### src/rtl/psr_pkg.sv
package psr_pkg;

  typedef enum logic [2:0] {
    BK_USR  = 3'd0,
    BK_FIQ  = 3'd1,
    BK_IRQ  = 3'd2,
    BK_SVC  = 3'd3,
    BK_ABT  = 3'd4,
    BK_UND  = 3'd5,
    BK_SYS  = 3'd6,
    BK_NONE = 3'd7
  } bank_e;

  localparam int NUM_SAVED = 5;
  localparam int SLOT_W    = $clog2(NUM_SAVED);
  localparam int MODE_W    = 5;

  function automatic bank_e mode_to_bank(input logic [MODE_W-1:0] m);
    bank_e b;
    case (m)
      5'h00, 5'h10: b = BK_USR;
      5'h01, 5'h11: b = BK_FIQ;
      5'h02, 5'h12: b = BK_IRQ;
      5'h03, 5'h13: b = BK_SVC;
      5'h17:        b = BK_ABT;
      5'h1B:        b = BK_UND;
      5'h1F:        b = BK_SYS;
      default:      b = BK_NONE;
    endcase
    return b;
  endfunction

  function automatic logic bank_has_saved(input bank_e b);
    return (b == BK_FIQ) || (b == BK_IRQ) || (b == BK_SVC) ||
           (b == BK_ABT) || (b == BK_UND);
  endfunction

  function automatic logic [SLOT_W-1:0] saved_slot(input bank_e b);
    logic [SLOT_W-1:0] s;
    case (b)
      BK_FIQ:  s = SLOT_W'(0);
      BK_IRQ:  s = SLOT_W'(1);
      BK_SVC:  s = SLOT_W'(2);
      BK_ABT:  s = SLOT_W'(3);
      BK_UND:  s = SLOT_W'(4);
      default: s = SLOT_W'(0);
    endcase
    return s;
  endfunction

endpackage

### src/rtl/psr_flag_calc.sv
module psr_flag_calc #(
  parameter int W = 32
) (
  input  logic         is_sub,
  input  logic         a_sign,
  input  logic         b_sign,
  input  logic [W-1:0] res,
  output logic         n_o,
  output logic         z_o,
  output logic         c_o,
  output logic         v_o
);
  logic r_sign;

  always_comb begin
    r_sign = res[W-1];
    n_o    = r_sign;
    z_o    = (res == '0);
    if (is_sub) begin
      c_o = (a_sign & ~b_sign) | (a_sign & ~r_sign) | (~b_sign & ~r_sign);
      v_o = (a_sign ^ b_sign) & (r_sign ^ a_sign);
    end else begin
      c_o = (a_sign & b_sign) | (a_sign & ~r_sign) | (b_sign & ~r_sign);
      v_o = ~(a_sign ^ b_sign) & (r_sign ^ a_sign);
    end
  end
endmodule

### src/rtl/psr_lane_mask.sv
module psr_lane_mask #(
  parameter int W     = 32,
  parameter int LANES = W / 8
) (
  input  logic [LANES-1:0] lane_req,
  input  logic             user_lock,
  input  logic             legacy_lock,
  output logic [W-1:0]     bit_mask
);
  localparam logic [W-1:0] LEGACY_KEEP = {4'hF, {(W-12){1'b0}}, 8'hDF};

  logic [W-1:0] raw_mask;

  for (genvar g = 0; g < LANES; g++) begin : g_lane
    logic lane_on;
    if (g == LANES - 1) begin : g_top
      assign lane_on = lane_req[g];
    end else begin : g_low
      assign lane_on = lane_req[g] & ~user_lock;
    end
    assign raw_mask[g*8 +: 8] = {8{lane_on}};
  end

  always_comb begin
    bit_mask = raw_mask;
    if (legacy_lock) bit_mask = raw_mask & LEGACY_KEEP;
  end
endmodule

### src/rtl/psr_saved_bank.sv
module psr_saved_bank
  import psr_pkg::*;
#(
  parameter int W = 32
) (
  input  logic              clk,
  input  logic              rst_n,
  input  logic              wr_en,
  input  logic [MODE_W-1:0] wr_mode,
  input  logic [W-1:0]      wr_mask,
  input  logic [W-1:0]      wr_data,
  input  logic [MODE_W-1:0] rd_mode,
  input  logic [W-1:0]      cur_word,
  output logic [W-1:0]      rd_word
);
  logic [NUM_SAVED-1:0][W-1:0] sv_q;
  logic [NUM_SAVED-1:0][W-1:0] sv_d;
  logic [NUM_SAVED-1:0]        sv_en;

  bank_e             wr_bank;
  bank_e             rd_bank;
  logic [SLOT_W-1:0] wr_slot;
  logic [SLOT_W-1:0] rd_slot;

  assign wr_bank = mode_to_bank(wr_mode);
  assign rd_bank = mode_to_bank(rd_mode);
  assign wr_slot = saved_slot(wr_bank);
  assign rd_slot = saved_slot(rd_bank);

  for (genvar g = 0; g < NUM_SAVED; g++) begin : g_word
    always_comb begin
      sv_en[g] = wr_en & bank_has_saved(wr_bank) & (wr_slot == SLOT_W'(g));
      sv_d[g]  = (sv_q[g] & ~wr_mask) | (wr_data & wr_mask);
    end

    always_ff @(posedge clk or negedge rst_n) begin
      if (!rst_n)        sv_q[g] <= '0;
      else if (sv_en[g]) sv_q[g] <= sv_d[g];
    end
  end

  always_comb begin
    rd_word = cur_word;
    if (bank_has_saved(rd_bank)) begin
      for (int i = 0; i < NUM_SAVED; i++) begin
        if (rd_slot == SLOT_W'(i)) rd_word = sv_q[i];
      end
    end
  end


  drop_unbanked_chk: assert property (@(posedge clk) disable iff (!rst_n)
    (wr_en && !bank_has_saved(mode_to_bank(wr_mode))) |=> $stable(sv_q));

endmodule

### src/rtl/psr_unit.sv
module psr_unit
  import psr_pkg::*;
#(
  parameter int W = 32
) (
  input  logic              clk,
  input  logic              rst_n,
  input  logic              cfg_wide,
  input  logic              cur_wr_full,
  input  logic              field_wr,
  input  logic              field_to_saved,
  input  logic [3:0]        field_mask,
  input  logic [W-1:0]      wr_data,
  input  logic              flag_upd,
  input  logic              flag_arith,
  input  logic              alu_sub,
  input  logic              alu_a_sign,
  input  logic              alu_b_sign,
  input  logic [W-1:0]      alu_res,
  input  logic [MODE_W-1:0] rd_mode,
  output logic [W-1:0]      psr_cur,
  output logic [W-1:0]      psr_saved,
  output logic [3:0]        nzcv,
  output logic [MODE_W-1:0] mode_out
);
  localparam int           LANES   = W / 8;
  localparam int           N_POS   = W - 1;
  localparam int           Z_POS   = W - 2;
  localparam int           C_POS   = W - 3;
  localparam int           V_POS   = W - 4;
  localparam logic [W-1:0] RST_VAL = W'(32'h0000_00D3);

  logic [W-1:0] cur_q;
  logic [W-1:0] cur_d;
  logic         cur_en;
  logic         in_user;
  logic         cur_field;
  logic [LANES-1:0] cur_lanes;
  logic [W-1:0] cur_mask;
  logic [W-1:0] sv_mask;
  logic         sv_wr;
  logic         f_n, f_z, f_c, f_v;

  assign in_user   = (mode_to_bank(cur_q[MODE_W-1:0]) == BK_USR);
  assign cur_field = field_wr & ~field_to_saved;
  assign sv_wr     = field_wr & field_to_saved;
  assign cur_lanes = cur_wr_full ? {LANES{1'b1}} : field_mask;

  psr_lane_mask #(.W(W), .LANES(LANES)) u_cur_mask (
    .lane_req    (cur_lanes),
    .user_lock   (in_user & ~cur_wr_full),
    .legacy_lock (~cfg_wide),
    .bit_mask    (cur_mask)
  );

  psr_lane_mask #(.W(W), .LANES(LANES)) u_sv_mask (
    .lane_req    (field_mask),
    .user_lock   (1'b0),
    .legacy_lock (1'b0),
    .bit_mask    (sv_mask)
  );

  psr_flag_calc #(.W(W)) u_flags (
    .is_sub (alu_sub),
    .a_sign (alu_a_sign),
    .b_sign (alu_b_sign),
    .res    (alu_res),
    .n_o    (f_n),
    .z_o    (f_z),
    .c_o    (f_c),
    .v_o    (f_v)
  );

  always_comb begin
    cur_en = cur_wr_full | cur_field | flag_upd;
    cur_d  = cur_q;
    if (cur_wr_full || cur_field) begin
      cur_d = (cur_q & ~cur_mask) | (wr_data & cur_mask);
    end else if (flag_upd) begin
      cur_d[N_POS] = f_n;
      cur_d[Z_POS] = f_z;
      if (flag_arith) begin
        cur_d[C_POS] = f_c;
        cur_d[V_POS] = f_v;
      end
    end
  end

  always_ff @(posedge clk or negedge rst_n) begin
    if (!rst_n)      cur_q <= RST_VAL;
    else if (cur_en) cur_q <= cur_d;
  end

  psr_saved_bank #(.W(W)) u_saved (
    .clk      (clk),
    .rst_n    (rst_n),
    .wr_en    (sv_wr),
    .wr_mode  (cur_q[MODE_W-1:0]),
    .wr_mask  (sv_mask),
    .wr_data  (wr_data),
    .rd_mode  (rd_mode),
    .cur_word (cur_q),
    .rd_word  (psr_saved)
  );

  assign psr_cur  = cur_q;
  assign nzcv     = cur_q[W-1:W-4];
  assign mode_out = cur_q[MODE_W-1:0];


  user_lowbytes_hold_chk: assert property (@(posedge clk) disable iff (!rst_n)
    (in_user && cur_field && !cur_wr_full) |=> (cur_q[W-9:0] == $past(cur_q[W-9:0])));


  legacy_hold_chk: assert property (@(posedge clk) disable iff (!rst_n)
    (!cfg_wide) |=> ((cur_q[W-5:8] == $past(cur_q[W-5:8])) && (cur_q[5] == $past(cur_q[5]))));


  nz_exclusive_chk: assert property (@(posedge clk) disable iff (!rst_n)
    (flag_upd && !cur_wr_full && !cur_field) |=> !(cur_q[N_POS] && cur_q[Z_POS]));


  add_mixed_sign_no_ovf_chk: assert property (@(posedge clk) disable iff (!rst_n)
    (flag_upd && flag_arith && !alu_sub && (alu_a_sign != alu_b_sign) && !cur_wr_full && !cur_field)
      |=> !cur_q[V_POS]);


  logic_keeps_cv_chk: assert property (@(posedge clk) disable iff (!rst_n)
    (flag_upd && !flag_arith && !cur_wr_full && !cur_field)
      |=> (cur_q[C_POS:0] == $past(cur_q[C_POS:0])));

endmodule

### config.mk
export PLATFORM = sky130hd
export DESIGN_NAME = psr_unit
export DESIGN_NICKNAME = d
export VERILOG_FILES = /design/src/rtl/psr_pkg.sv /design/src/rtl/psr_flag_calc.sv /design/src/rtl/psr_lane_mask.sv /design/src/rtl/psr_saved_bank.sv /design/src/rtl/psr_unit.sv
export SDC_FILE = /design/constraint.sdc
export NUM_CORES = 1
export LEC_CHECK = 0
export BUFFER_PORTS_ARGS = -buffer_cell sky130_fd_sc_hd__buf_2
export CELL_PAD_IN_SITES_DETAIL_PLACEMENT = 1
export CELL_PAD_IN_SITES_GLOBAL_PLACEMENT = 2
export CORE_MARGIN = 2
export CORE_UTILIZATION = 35
export CTS_CLUSTER_SIZE = 25
export DETAILED_ROUTE_END_ITERATION = 7
export PLACE_DENSITY = 0.75
export SYNTH_ARGS = -nofsm -noshare
export SYNTH_HDL_FRONTEND = slang
export SYNTH_SLANG_ARGS = --single-unit
### constraint.sdc
create_clock -name clk -period 1.9 [get_ports clk]
set_input_delay 0.285 -clock clk [delete_from_list [all_inputs] [get_ports clk]]
set_output_delay 0.285 -clock clk [all_outputs]
set_load 0.1 [all_outputs]
==> impl_results.md, run 1 <==
* Cell row count at 61
* Share of cells above drive strength 1 at approximately two thirds
* Tightest Pin Transition at roughly 0.54 ns
* Netlist cell types at 50
* CTS Buffer Depth at 2
* Maximum vdd drop at 0.596 mV
* Buffer and inverter count on the worst path at 2
* Core Area at ~0.028 mm^2
* Fin. Hold Viols at 0
* Vias in the first global route at 9,045
* GR Util All Layers at 23.7%
* H-tree depth at 4
* TritonCTS Sinks at 192
* Storage cell area at 0.00488 mm^2
* WL/cell at 24.7 um
* CTS tree: done
* Crit path depth at 6
* Startpoint types: flop
* Post-synth EDFFs at 0
* Switching share of power at between 30 and 40%
* Crit path DAT at between 1.5 and 2 ns
* DRC viols at 0
* Initial DRC Count at 423
* Kind of critical path: flop to primary output
* Hold crit path type: primary input to flop
* Final WS setup at -0.297 ns
* P&R area growth vs syn at 58.2%
* Worst slack, placed at -0.306 ns
* Cells after synthesis at 818
* Status: finished with violations
* Vias per cell at 5.56
* Register-to-Register Path Depth at 7
* Root buffer cell: clkbuf_16
* Avg Inst Size Synth at 12.2 um^2
* Multi-input gate area at around 0.0066 mm^2
* IO buf count at 156
* Async SR Flop Fraction at 100%
* Final Cycle Share at 116%
* DRT Wirelength at 36,500 um
* Sequential area share after synthesis at 48.3%
* Syn_nets at a little over 900
* Comb power frac at a little over two fifths
* Initial Util at 35.7%
* Worst setup EP type: primary output
* RePlAce Congestion at between 0.7 and 0.8
* Die H at ~170 um
* Post-DRT Antenna Nets at 0
* CP max FO at 3
* Initial antenna violation count at 0
* Layout fillers at 2,680
* Share of power burned in registers at 35.3%
* DP HPWL at 23,100 um
* Failing checks: negative setup slack
* CTS Buf Count at 17
* Yosys warning total at 0
* Minimum clock period at 2.20 ns
* Design area at roughly 0.016 mm^2
* CP required at 1.62 ns
* Die Footprint at ~0.030 mm^2
* P_sw at 6.60 mW
* MaxCap Viol Count at 0
* Ports at 157
* Critical-path top delay cell: dfstp_4
* RSZ-0062 raised after global routing: true
* Diodes inserted at 0
* PD cells at between 1000 and 1500 mW/mm^2
* P_int at 9.96 mW
* Fmax at 455 MHz
* Die W at 173 um
* First-pass GRT wire length at 54,800 um
* Clock group share of total power at a little over a fifth
* Critical path's top delay family: flip-flops
* Reg clk slew, reported paths at 0.08 ns
* Slowest stage delay, CP at 0.62 ns
* Main synth FF type: dfrtp_1
* Post-Syn Area at ~0.010 mm^2
* Cell count of the worst hold path at 2
* Clk Latency, worst-skew pair at 0.44 ns
* Endpoints failing setup at about 140
* #FFs+latches synth at about 190
* First drt pass iteration count at 4
* Cell chain of the critical path: buf_6, mux2i_1, a21oi_2, o221ai_4, a31oi_4, buf_12
* Worst Skew at 0.0135 ns
* Slew Viols, Final at 0
* Vias post-DR at roughly 8,000
* Nets at between 1,000 and 1,500
* Post-place instance area at 0.0136 mm^2
* Max-slew headroom at between 60 and 70%
* Leakage at 6.86 nW
* GR Overflow Total at 0
* Largest net degree at the start of global routing at between 50 and 60
-- cell type report --
cell class	count	share of cell area, %
clock buffer	18	2.73
clock inverter	14	0.970
inverter	7	0.199
multi-input combinational	560	41.8
sequential	192	31.0
tap	378	3.00
timing repair buffer	305	20.3
-- power by group through the flow --
stage	clock network [mW]	registers, mW	logic, mW
after floorplan	0	6.63	3.69
final	3.64	5.84	7.07
after CTS	3.72	5.77	6.67
after global placement	0	5.80	6.00
after global routing	3.89	5.94	7.37
after detailed placement	0	5.87	6.12
-- layer usage --
metal	GRT usage [%]	share of wire (%)	routed length, um	vias to the layer above
met3	3.39	3.4	1250	47
li1	-	-	-	3639
met1	30.9	44	16100	4318
met2	41.9	50	18400	195
met4	4.95	1.8	666	0
met5	0	0	0	-
-- kinds of logic after synthesis --
logic type      synth area share, %
buf+inv                        3.24
xor+xnor                      0.176
fa+ha+maj                     0.478
flops                          48.3
simple gates                   6.59
mux                            28.9
compound gates                 12.3
-- per-stage QoR --
step | TNS [ns] | utilization, % | instances | hold WS (ns) | power [mW]
floorplan | -18.04 | - | 818 | -0.0106 | 10.3
global placement | -7.51 | 48.8 | 1385 | 0.304 | 11.8
detailed placement | -8.96 | 48.8 | 1385 | 0.308 | 12.0
CTS | -15.01 | 54.1 | 1457 | 0.139 | 16.2
global route | -23.89 | 56.5 | 1474 | 0.145 | 17.2
finish | -18.01 | 56.5 | 1474 | 0.162 | 16.6
-- cell usage after synthesis (4+ instances only) --
cell      number  area share, %
dfstp_2        5            1.3
nand2_1       21           0.79
mux2i_1       32            3.2
clkbuf_1      26           0.98
buf_4         10           0.75
o22ai_1       32            2.0
mux2_4        16            2.4
a21oi_1       37            1.9
a31oi_1       31            1.9
nand2b_1      34            2.1
o21ai_0        7           0.35
a22oi_1       29            2.2
nor2_1        14           0.53
nand3_1        7           0.35
o221ai_1      29            2.6
nand2_2        4           0.25
buf_2         17           0.85
nor4_1         9           0.57
inv_1          7           0.26
a221oi_1       4           0.35
dfrtp_1      187             47
nor2_2         9           0.57
and3_1         6           0.38
mux2_2       203             23
-- final timing paths --
path                                 start                          to  slack [ns]
worst min register to register        flop                        flop        0.51
max in group asynchronous            rst_n  asynchronous set/reset pin        0.82
worst max-delay path                  flop                psr_saved[1]       -0.30
worst max register to register        flop                        flop       -0.22
worst min-delay path            wr_data[4]                        flop        0.16
min in group asynchronous            rst_n  asynchronous set/reset pin        0.40
-- cell usage in the layout (no fill, tap or decap), types with 4 or more instances in the layout --
cell type  netlist  routed
o221ai_2         0      14
mux2_2         203     115
nand2b_1        34      23
o22ai_4          0       4
buf_12           0      77
o22ai_2          0      16
nand3_1          7       7
o22ai_1         32      12
clkinv_4         0       4
o221ai_4         0      15
mux2_4          16     105
a21oi_1         37      20
nor2_4           0      12
a31oi_4          0      29
mux2i_1         32      30
buf_6            2      17
nand2_8          0       4
buf_2           17     109
o21ai_0          7       4
a22oi_1         29      27
dfrtp_4          0       8
nand2_1         21      12
and3_1           6       4
buf_4           10      88
nor4_1           9       9
clkbuf_16        0      19
nand2_4          0       4
nor2_1          14      10
dfstp_4          0       5
inv_1            7       5
dfrtp_1        187     160
a21oi_2          0      13
nand2_2          4       5
dfrtp_2          0      19
a21oi_4          0       4
nand2b_4         0      11
-- timing repair --
item | CTS | global route
setup endpoints to repair | 90 | 165
pin swaps | 53 | 41
gates cloned | 4 | 2
endpoints found under the hold margin | 42 | 0
gates resized for setup | 93 | 119
setup buffers | 35 | 18
hold buffers | 1 | 0
-- worst register-to-register path: stages (launching register included) --
cell	delay, ns
dfstp_4	0.47
buf_4	0.14
or3_4	0.40
nor3_4	0.12
and3b_2	0.26
o21a_1	0.15
buf_12	0.16
mux2_4	0.30
No activity file was read; power rests on OpenSTA's default activity.
==> inputs of run 2 (changes only) <==
--- a/constraint.sdc
+++ b/constraint.sdc
@@ -3,2 +3,2 @@
 set_output_delay 0.285 -clock clk [all_outputs]
-set_load 0.1 [all_outputs]
+set_load 0.02 [all_outputs]
==> impl_results.md, run 2 (synthesis gave the netlist of run 1 again) <==
* Status: finished with violations
* Failing checks: negative setup slack
* Reg clk slew, reported paths at 0.08 ns (about the same)
* Commonest non-fill, non-tap cell in the layout: dfrtp_1
* Vias in the first global route at 9,151 (+1.2%)
* TritonCTS Sinks at 192 (unchanged)
* CTS tree: done
* CTS Buffer Depth at 2 (unchanged)
* Tightest Pin Transition at 0.414 ns (-0.122 ns)
* Nets at 1,193 (+2.0%)
* Root buffer cell: clkbuf_16
* Vias post-DR at 8,315 (+1.4%)
* Hold crit path type: primary input to flop
* Post-place instance area at 0.0122 mm^2 (-9.9%)
* CP max FO at 4 (+1)
* RePlAce Congestion at 0.818 (+5.7%)
* Max-slew headroom at 72.2% (+7.9 points)
* Initial Util at 35.7% (unchanged)
* Clk Latency, worst-skew pair at 0.45 ns (about the same)
* Design area at 0.0149 mm^2 (-5.4%)
* PD cells at 945 mW/mm^2 (-10%)
* P&R area growth vs syn at 49.5%
* Worst setup EP type: primary output
* Most frequent cells in the layout: dfrtp_1 (179), buf_2 (123), mux2_2 (121), buf_4 (113), mux2_4 (99)
* MaxCap Viol Count at 0 (unchanged)
* Worst Skew at 0.0159 ns (+0.00246 ns)
* CP required at 1.62 ns (about the same)
* Die Footprint at 0.0298 mm^2 (unchanged)
* Gr busiest metal: met2
* Vias per cell at 5.55 (-0.28%)
* Initial antenna violation count at 2 (+2)
* WL/cell at 24.2 um (-2.0%)
* Share of cells above drive strength 1 at 65.6% (-2.4 points)
* H-tree depth at 4 (unchanged)
* Endpoints failing setup at 73 (-46%)
* Leakage at 6.73 nW (-1.9%)
* CTS Buf Count at 17 (unchanged)
* Hold slack at 0.149 ns (-0.0128 ns)
* Cell row count at 61 (unchanged)
* GR Overflow Total at 0 (unchanged)
* Fmax at 466 MHz (+2.4%)
* DRC viols at 0 (unchanged)
* Post-DRT Antenna Nets at 0 (unchanged)
* Minimum clock period at 2.14 ns (-0.0524 ns)
* R2r setup slk at -0.09 ns (+0.13 ns)
* First drt pass iteration count at 5 (+1)
* Ports at 157 (unchanged)
* Maximum vdd drop at 0.689 mV (+16%)
* DP HPWL at 22,800 um (-1.3%)
* RSZ-0062 raised after global routing: true
* Cell count of the worst hold path at 2 (unchanged)
* IO buf count at 156 (unchanged)
* DRT Wirelength at 36,300 um (-0.30%)
* Routing usage on met2 at 40.4% (-1.5 points)
* Layout fillers at 2,786 (+4.0%)
* Die H at 173 um (unchanged)
* Storage cell area at 0.00482 mm^2 (-1.3%)
* Kind of critical path: flop to primary output
* Startpoint types: flop
* Slew Viols, Final at 0 (unchanged)
* First-pass GRT wire length at 54,100 um (-1.3%)
* Multi-input gate area at 0.00616 mm^2 (-6.3%)
* Min-delay src: wr_data[14]
* Fin. Hold Viols at 0 (unchanged)
* Initial DRC Count at 468 (+11%)
* Die W at 173 um (unchanged)
* Core Area at 0.0279 mm^2 (unchanged)
* Final Cycle Share at 113% (-2.8 points)
* Register-to-Register Path Depth at 9 (+2)
* Largest net degree at the start of global routing at 46 (-15%)
* GR Util All Layers at 23.3% (-0.44 points)
* Crit path DAT at 1.86 ns (-0.05 ns)
* Met3 GRT Util at 3.94% (+0.55 points)
* M1 GR Usage at 29.6% (-1.3 points)
* Final WS setup at -0.245 ns (+0.0524 ns)
## run 2: final cells by class
type	count	area share, %
diodes	2	0.0336
multi-input cells	560	41.4
well taps	378	3.18
flip-flops and latches	192	32.4
repair buffers	328	19.0
clock buffers	17	2.86
clock inverters	15	1.01
inverters	7	0.202
## run 2: worst max path at each step
| stage | depth (start not counted) | slack [ns] | endpoint |
|---|---|---|---|
| global route | 5 | -0.31 | psr_saved[4] |
| global placement | 7 | -0.31 | psr_saved[2] |
| CTS | 6 | -0.23 | psr_saved[1] |
| detailed placement | 8 | -0.30 | psr_saved[3] |
| finish | 5 | -0.24 | psr_saved[4] |
| floorplan | 8 | -0.01 | psr_saved[28] |
## run 2: through the flow
step / setup TNS (ns) / util [%] / setup slack, ns / power [mW] / instances
2_1_floorplan: -0.00975 / - / -0.00975 / 7.88 / 818
3_3_place_gp: -10.30 / 44.0 / -0.308 / 9.02 / 1402
3_5_place_dp: -11.47 / 44.0 / -0.297 / 9.16 / 1402
4_1_cts: -12.28 / 50.7 / -0.232 / 13.5 / 1484
5_1_grt: -12.94 / 53.4 / -0.315 / 14.7 / 1498
6_report: -7.00 / 53.4 / -0.245 / 14.1 / 1499
## run 2: worst max-delay path, stage by stage, from the launching register on
cell and delay (ns):
dfstp_2 0.57, mux2i_1 0.11, a21oi_1 0.18, o221ai_1 0.18, a31oi_2 0.20, buf_4 0.17
## run 2: power by group
group          total (mW)  leakage, nW  internal (mW)  switching (mW)
Combinational        4.67         3.95           2.56            2.11
Clock                3.63        0.281           1.75            1.88
Sequential           5.76         2.49           5.05           0.717
## run 2: metal layers
layer | routed length, um | up-vias
met5 | 0 | -
met4 | 785 | 0
met3 | 1370 | 53
met2 | 18300 | 210
met1 | 15800 | 4377
li1 | - | 3675
## run 2: what timing repair did
item,4_1_cts,5_1_grt
hold endpoints to repair,34,0
cloned,3,3
hold buffers,1,0
setup endpoints to repair,120,158
gates resized for setup,211,130
pin swaps,37,41
buffers inserted,46,15
